==> src/rtl/cfd_pkg.sv <==
package cfd_pkg;
  localparam int REG_W   = 8;
  localparam int NUM_MON = 2;
  // monitor i owns arm bit 2*i and flag bit 2*i+1
  localparam int MON_OSC = 0;
  localparam int MON_PLL = 1;
  localparam int USED_W  = 2 * NUM_MON;

  function automatic int arm_pos(input int idx);
    return 2 * idx;
  endfunction

  function automatic int flag_pos(input int idx);
    return 2 * idx + 1;
  endfunction
endpackage

==> src/rtl/cfd_guard_window.sv <==
module cfd_guard_window #(
  parameter int WIN_CYCLES = 4
) (
  input  logic clk,
  input  logic rst,
  input  logic unlock,
  input  logic wr_en,
  output logic open
);
  localparam int CNT_W = $clog2(WIN_CYCLES + 1);
  localparam logic [CNT_W-1:0] CNT_LOAD = CNT_W'(WIN_CYCLES);

  logic [CNT_W-1:0] cnt_q;

  assign open = (cnt_q != '0);

  always_ff @(posedge clk) begin
    if (rst) begin
      cnt_q <= '0;
    end else if (unlock) begin
      cnt_q <= CNT_LOAD;
    end else if (open && wr_en) begin
      cnt_q <= '0;
    end else if (open) begin
      cnt_q <= cnt_q - 1'b1;
    end
  end


  win_len_chk: assert property (@(posedge clk) disable iff (rst)
    cnt_q <= CNT_LOAD);


  win_close_chk: assert property (@(posedge clk) disable iff (rst)
    (open && wr_en && !unlock) |=> !open);


  win_open_chk: assert property (@(posedge clk) disable iff (rst)
    unlock |=> open);
endmodule

==> src/rtl/cfd_flag_cell.sv <==
module cfd_flag_cell (
  input  logic clk,
  input  logic rst,
  input  logic evt,
  input  logic armed,
  input  logic clr,
  output logic q
);
  logic set_now;
  assign set_now = evt && armed;

  always_ff @(posedge clk) begin
    if (rst) begin
      q <= 1'b0;
    end else if (set_now) begin
      q <= 1'b1;
    end else if (clr) begin
      q <= 1'b0;
    end
  end


  flag_set_wins_chk: assert property (@(posedge clk) disable iff (rst)
    (evt && armed) |=> q);


  flag_no_spurious_chk: assert property (@(posedge clk) disable iff (rst)
    (!q && !(evt && armed)) |=> !q);


  flag_hold_chk: assert property (@(posedge clk) disable iff (rst)
    (q && !clr) |=> q);
endmodule

==> src/rtl/cfd_arm_cell.sv <==
module cfd_arm_cell #(
  parameter bit STICKY = 1'b0
) (
  input  logic clk,
  input  logic rst,
  input  logic wr_ok,
  input  logic wr_bit,
  output logic q
);
  logic q_nxt;

  generate
    if (STICKY) begin : g_sticky
      assign q_nxt = q | wr_bit;
    end else begin : g_plain
      assign q_nxt = wr_bit;
    end
  endgenerate

  always_ff @(posedge clk) begin
    if (rst) begin
      q <= 1'b0;
    end else if (wr_ok) begin
      q <= q_nxt;
    end
  end


  arm_guard_chk: assert property (@(posedge clk) disable iff (rst)
    !wr_ok |=> $stable(q));

  generate
    if (STICKY) begin : g_sticky_chk

      arm_sticky_chk: assert property (@(posedge clk) disable iff (rst)
        q |=> q);
    end
  endgenerate
endmodule

==> src/rtl/cfd_ctrl_reg.sv <==
module cfd_ctrl_reg
  import cfd_pkg::*;
#(
  parameter int WIN_CYCLES = 4
) (
  input  logic             clk,
  input  logic             rst,
  input  logic             wr_en,
  input  logic [REG_W-1:0] wr_data,
  output logic [REG_W-1:0] rd_data,
  input  logic             osc_fail_evt,
  input  logic             pll_unlock_evt,
  input  logic             unlock_pulse,
  output logic             nmi_req
);
  logic               win_open;
  logic               arm_wr_ok;
  logic [NUM_MON-1:0] evt_vec;
  logic [NUM_MON-1:0] arm_q;
  logic [NUM_MON-1:0] flag_q;
  logic               nmi_q;

  assign evt_vec[MON_OSC] = osc_fail_evt;
  assign evt_vec[MON_PLL] = pll_unlock_evt;
  assign arm_wr_ok        = wr_en && win_open;

  cfd_guard_window #(.WIN_CYCLES(WIN_CYCLES)) u_win (
    .clk    (clk),
    .rst    (rst),
    .unlock (unlock_pulse),
    .wr_en  (wr_en),
    .open   (win_open)
  );

  generate
    for (genvar i = 0; i < NUM_MON; i++) begin : g_mon
      localparam int AP = arm_pos(i);
      localparam int FP = flag_pos(i);

      cfd_arm_cell #(.STICKY(i == MON_OSC)) u_arm (
        .clk    (clk),
        .rst    (rst),
        .wr_ok  (arm_wr_ok),
        .wr_bit (wr_data[AP]),
        .q      (arm_q[i])
      );

      cfd_flag_cell u_flag (
        .clk   (clk),
        .rst   (rst),
        .evt   (evt_vec[i]),
        .armed (arm_q[i]),
        .clr   (wr_en && wr_data[FP]),
        .q     (flag_q[i])
      );

      assign rd_data[AP] = arm_q[i];
      assign rd_data[FP] = flag_q[i];
    end
  endgenerate

  assign rd_data[REG_W-1:USED_W] = '0;

  always_ff @(posedge clk) begin
    if (rst) begin
      nmi_q <= 1'b0;
    end else begin
      nmi_q <= |(flag_q & arm_q);
    end
  end

  assign nmi_req = nmi_q;


  nmi_raise_chk: assert property (@(posedge clk) disable iff (rst)
    (|(flag_q & arm_q)) |=> nmi_req);


  nmi_drop_chk: assert property (@(posedge clk) disable iff (rst)
    !(|(flag_q & arm_q)) |=> !nmi_req);


  always_comb begin
    if (!rst) begin
      reserved_zero_chk: assert (rd_data[REG_W-1:USED_W] == '0);
    end
  end
endmodule

==> config.mk <==
export PLATFORM = sky130hd
export DESIGN_NAME = cfd_ctrl_reg
export DESIGN_NICKNAME = d
export VERILOG_FILES = /design/src/rtl/cfd_pkg.sv /design/src/rtl/cfd_guard_window.sv /design/src/rtl/cfd_flag_cell.sv /design/src/rtl/cfd_arm_cell.sv /design/src/rtl/cfd_ctrl_reg.sv
export SDC_FILE = /design/constraint.sdc
export NUM_CORES = 1
export LEC_CHECK = 0
export ABC_AREA = 1
export BUFFER_PORTS_ARGS = -buffer_cell sky130_fd_sc_hd__buf_2
export CELL_PAD_IN_SITES_DETAIL_PLACEMENT = 0
export CELL_PAD_IN_SITES_GLOBAL_PLACEMENT = 2
export CORE_MARGIN = 4
export CORE_UTILIZATION = 22
export CTS_BUF_LIST = sky130_fd_sc_hd__clkbuf_16
export DETAILED_ROUTE_END_ITERATION = 6
export GPL_TIMING_DRIVEN = 0
export PLACE_DENSITY = 0.78
export SYNTH_ARGS = -nofsm -noshare
export SYNTH_HDL_FRONTEND = slang
export SYNTH_SLANG_ARGS = --single-unit
==> constraint.sdc <==
create_clock -name clk -period 2.2 [get_ports clk]
set_clock_uncertainty 0.15 [all_clocks]
set_input_delay 0.22 -clock clk [delete_from_list [all_inputs] [get_ports clk]]
set_output_delay 0.22 -clock clk [all_outputs]
set_load 0.01 [all_outputs]
==> flow_metrics.tcl <==
set metrics [dict create \
    initialDrtViolationCount 0 \
    postCtsHoldBufs 0 \
    cts_tree "built" \
    row_count 15 \
    post-cts-setup-buffers 0 \
    syn_to_final_growth_pct 43.23 \
    slew_viol_final 0 \
    routabilityCongestion 0.6489 \
    synth_compound_area_share_pct 10.37 \
    wl_um 826 \
    grt_pass1_vias 321 \
    synth.largest_area_cell "dfxtp_1" \
    ant_nets 0 \
    vias_per_cell 3.476 \
    vdd_drop_max_mv 0.7378 \
    maxCapViolations 0 \
    grt-busiest-layer "met2" \
    setup_ws_ns 0.7821 \
    required_ns 2.16 \
    n_antenna_cell 0 \
    synth_simple_gate_area_share_pct 19.02 \
    clock_latency_ns 0.23 \
    fin_crit_ns 1.418 \
    yosys_warnings 0 \
    fill_cells 218 \
    drt_pass1_iterations 1 \
    die_y_um 52.43 \
    dieArea_um2 2748 \
    finalSetupTns_ns 0 \
    final_common_cell "buf_2" \
    ff_latch_area_um2 160.2 \
    status "finished clean" \
    period_share_pct 64.45 \
    arrival_ns 1.38 \
    leakage_nw 0.3260 \
    final_cell_mix "buf_2, nand2_1, a21oi_1, buf_4, dfxtp_1" \
    worstSetupStartpointType "register" \
    routedWlPerCell_um 7.867 \
    die_width_um 52.43 \
    pwr_density_cell_nw_per_um2 865.0 \
    multi_input_area_um2 180.2 \
    use_met1_pct 8.348 \
    clockBufferDepth 2 \
    cts_root_buffer "clkbuf_16" \
    clkTransAtPathRegs_ns 0.04 \
    synthAdderAreaFrac_pct 8.646 \
    synth_area_um2 434.2 \
    final_cell_area_um2 621.8 \
    grt_setup_unrepaired "false" \
    yosysUniqueCellTypes 13 \
    synth.avg_cell_area_um2 7.236 \
    reg2reg_slack_ns 0.78 \
    cts_inserted_buffers 3 \
    ios 23 \
    synth.area.mux_share_pct 0 \
    ctsResizeCount 0 \
    htree_levels 1 \
    synth_top_family_by_area "buffers and inverters" \
    ys_ff_latch 8 \
    dp_hpwl_um 663.2 \
    drive_gt1_share_pct 36.25 \
    initial_core_util_pct 24.10 \
    vias 365 \
    setup_viol 0 \
    cts_sinks 8 \
    dpl_cell_area_um2 546.8 \
    path_class "register to register" \
    grt.total_usage_pct 6.828 \
    use_met2_pct 9.298 \
    nNetsFinal 99 \
    grt_max_degree 9 \
    grt_pass1_wl_mm 1.345 \
    dpl_worst_slack_ns 0.7839 \
    timing.hold.ws_ns 0.09538 \
    ys_seq_area_share_pct 36.89 \
    endpoint_kind "register" \
    min_path_type "input port to register" \
    synth_top_area_share_pct 36.89 \
    core-area_um2 1802 \
    grt_use_met3_pct 4.558 \
    finalHoldViolations 0 \
    synthCells 60 \
    io_buffers 14 \
    crit_fanout 8 \
    antenna_found_initial 0 \
    synthXorXnorAreaFrac_pct 0 \
    drc_errors 0 \
    overflow 0 \
    clock.fmax_ghz 0.7053 \
    synth_area_leaders "dfxtp_1, buf_4, nand2_1" \
]
-- layer usage --
metal  part of all wire (%)  vias to the layer above
met5                      0                        -
met2                     40                       14
met3                    9.6                        0
met1                     50                      141
met4                      0                        0
li1                       -                      210
-- path summary, 6_finish.rpt --
| path | end | startpoint | cells past startpoint |
|---|---|---|---|
| worst max-delay path | u_win.cnt_q[1]$_SDFFE_PP0P_ | u_win.cnt_q[0]$_SDFFE_PP0P_ | 6 |
| worst min-delay path | g_mon[1].u_flag.q$_SDFFE_PP0P_ | pll_unlock_evt | 3 |
| worst max register to register | u_win.cnt_q[1]$_SDFFE_PP0P_ | u_win.cnt_q[0]$_SDFFE_PP0P_ | 6 |
| worst min register to register | u_win.cnt_q[0]$_SDFFE_PP0P_ | u_win.cnt_q[0]$_SDFFE_PP0P_ | 2 |
-- cell usage after synthesis --
library cell,count
a21oi_1,8
inv_2,2
buf_4,8
o21ai_1,1
buf_6,1
conb_1,1
ha_1,3
inv_1,7
nor2_1,6
nor2_2,1
nand3_1,1
dfxtp_1,8
nand2_1,13
-- through the flow --
step	cells	util, %	total power [W]
after floorplan	63	-	0.0002154
after global placement	102	30.35	0.0002372
after detailed placement	102	30.35	0.0002375
after CTS	105	34.51	0.0005500
after global routing	105	34.51	0.0005717
final	105	34.51	0.0005379
-- where the power goes --
| group | internal, W | total (W) | switching, W |
|---|---|---|---|
| Combinational | 0.0000370 | 0.0000735 | 0.0000365 |
| Sequential | 0.000154 | 0.000161 | 0.00000610 |
| Clock | 0.000234 | 0.000304 | 0.0000696 |
-- area by class of cell --
cell class	instances	share of cell area (%)
plain buffers	9	11.47
inverters	9	5.433
multi-input cells	37	28.97
well taps	25	5.030
clock buffers	3	12.07
flip-flops and latches	8	25.75
repair buffers	14	11.27
-- flip-flops by register name, summed over array words and instances, names as in the netlist --
signal / cells
u_win.cnt_q: 3
g_mon.u_arm.q: 2
g_mon.u_flag.q: 2
nmi_req: 1
-- worst max-delay path, cell delays in order, from the launching register on --
cell     delay [ns]
dfxtp_1        0.31
inv_1          0.05
ha_1           0.20
ha_1           0.19
buf_6          0.13
o21ai_1        0.19
nor2_1         0.07
-- cell families (layout without fill, tap and decap cells) --
| logic type | Yosys count | in the layout |
|---|---|---|
| other | 1 | 4 |
| AO/OA/AOI/OAI | 9 | 9 |
| buffers and inverters | 18 | 35 |
| AND/OR/NAND/NOR | 21 | 21 |
| adder cells (fa/ha/maj) | 3 | 3 |
| flip-flops | 8 | 8 |
Power figures use the tool's default switching activity.
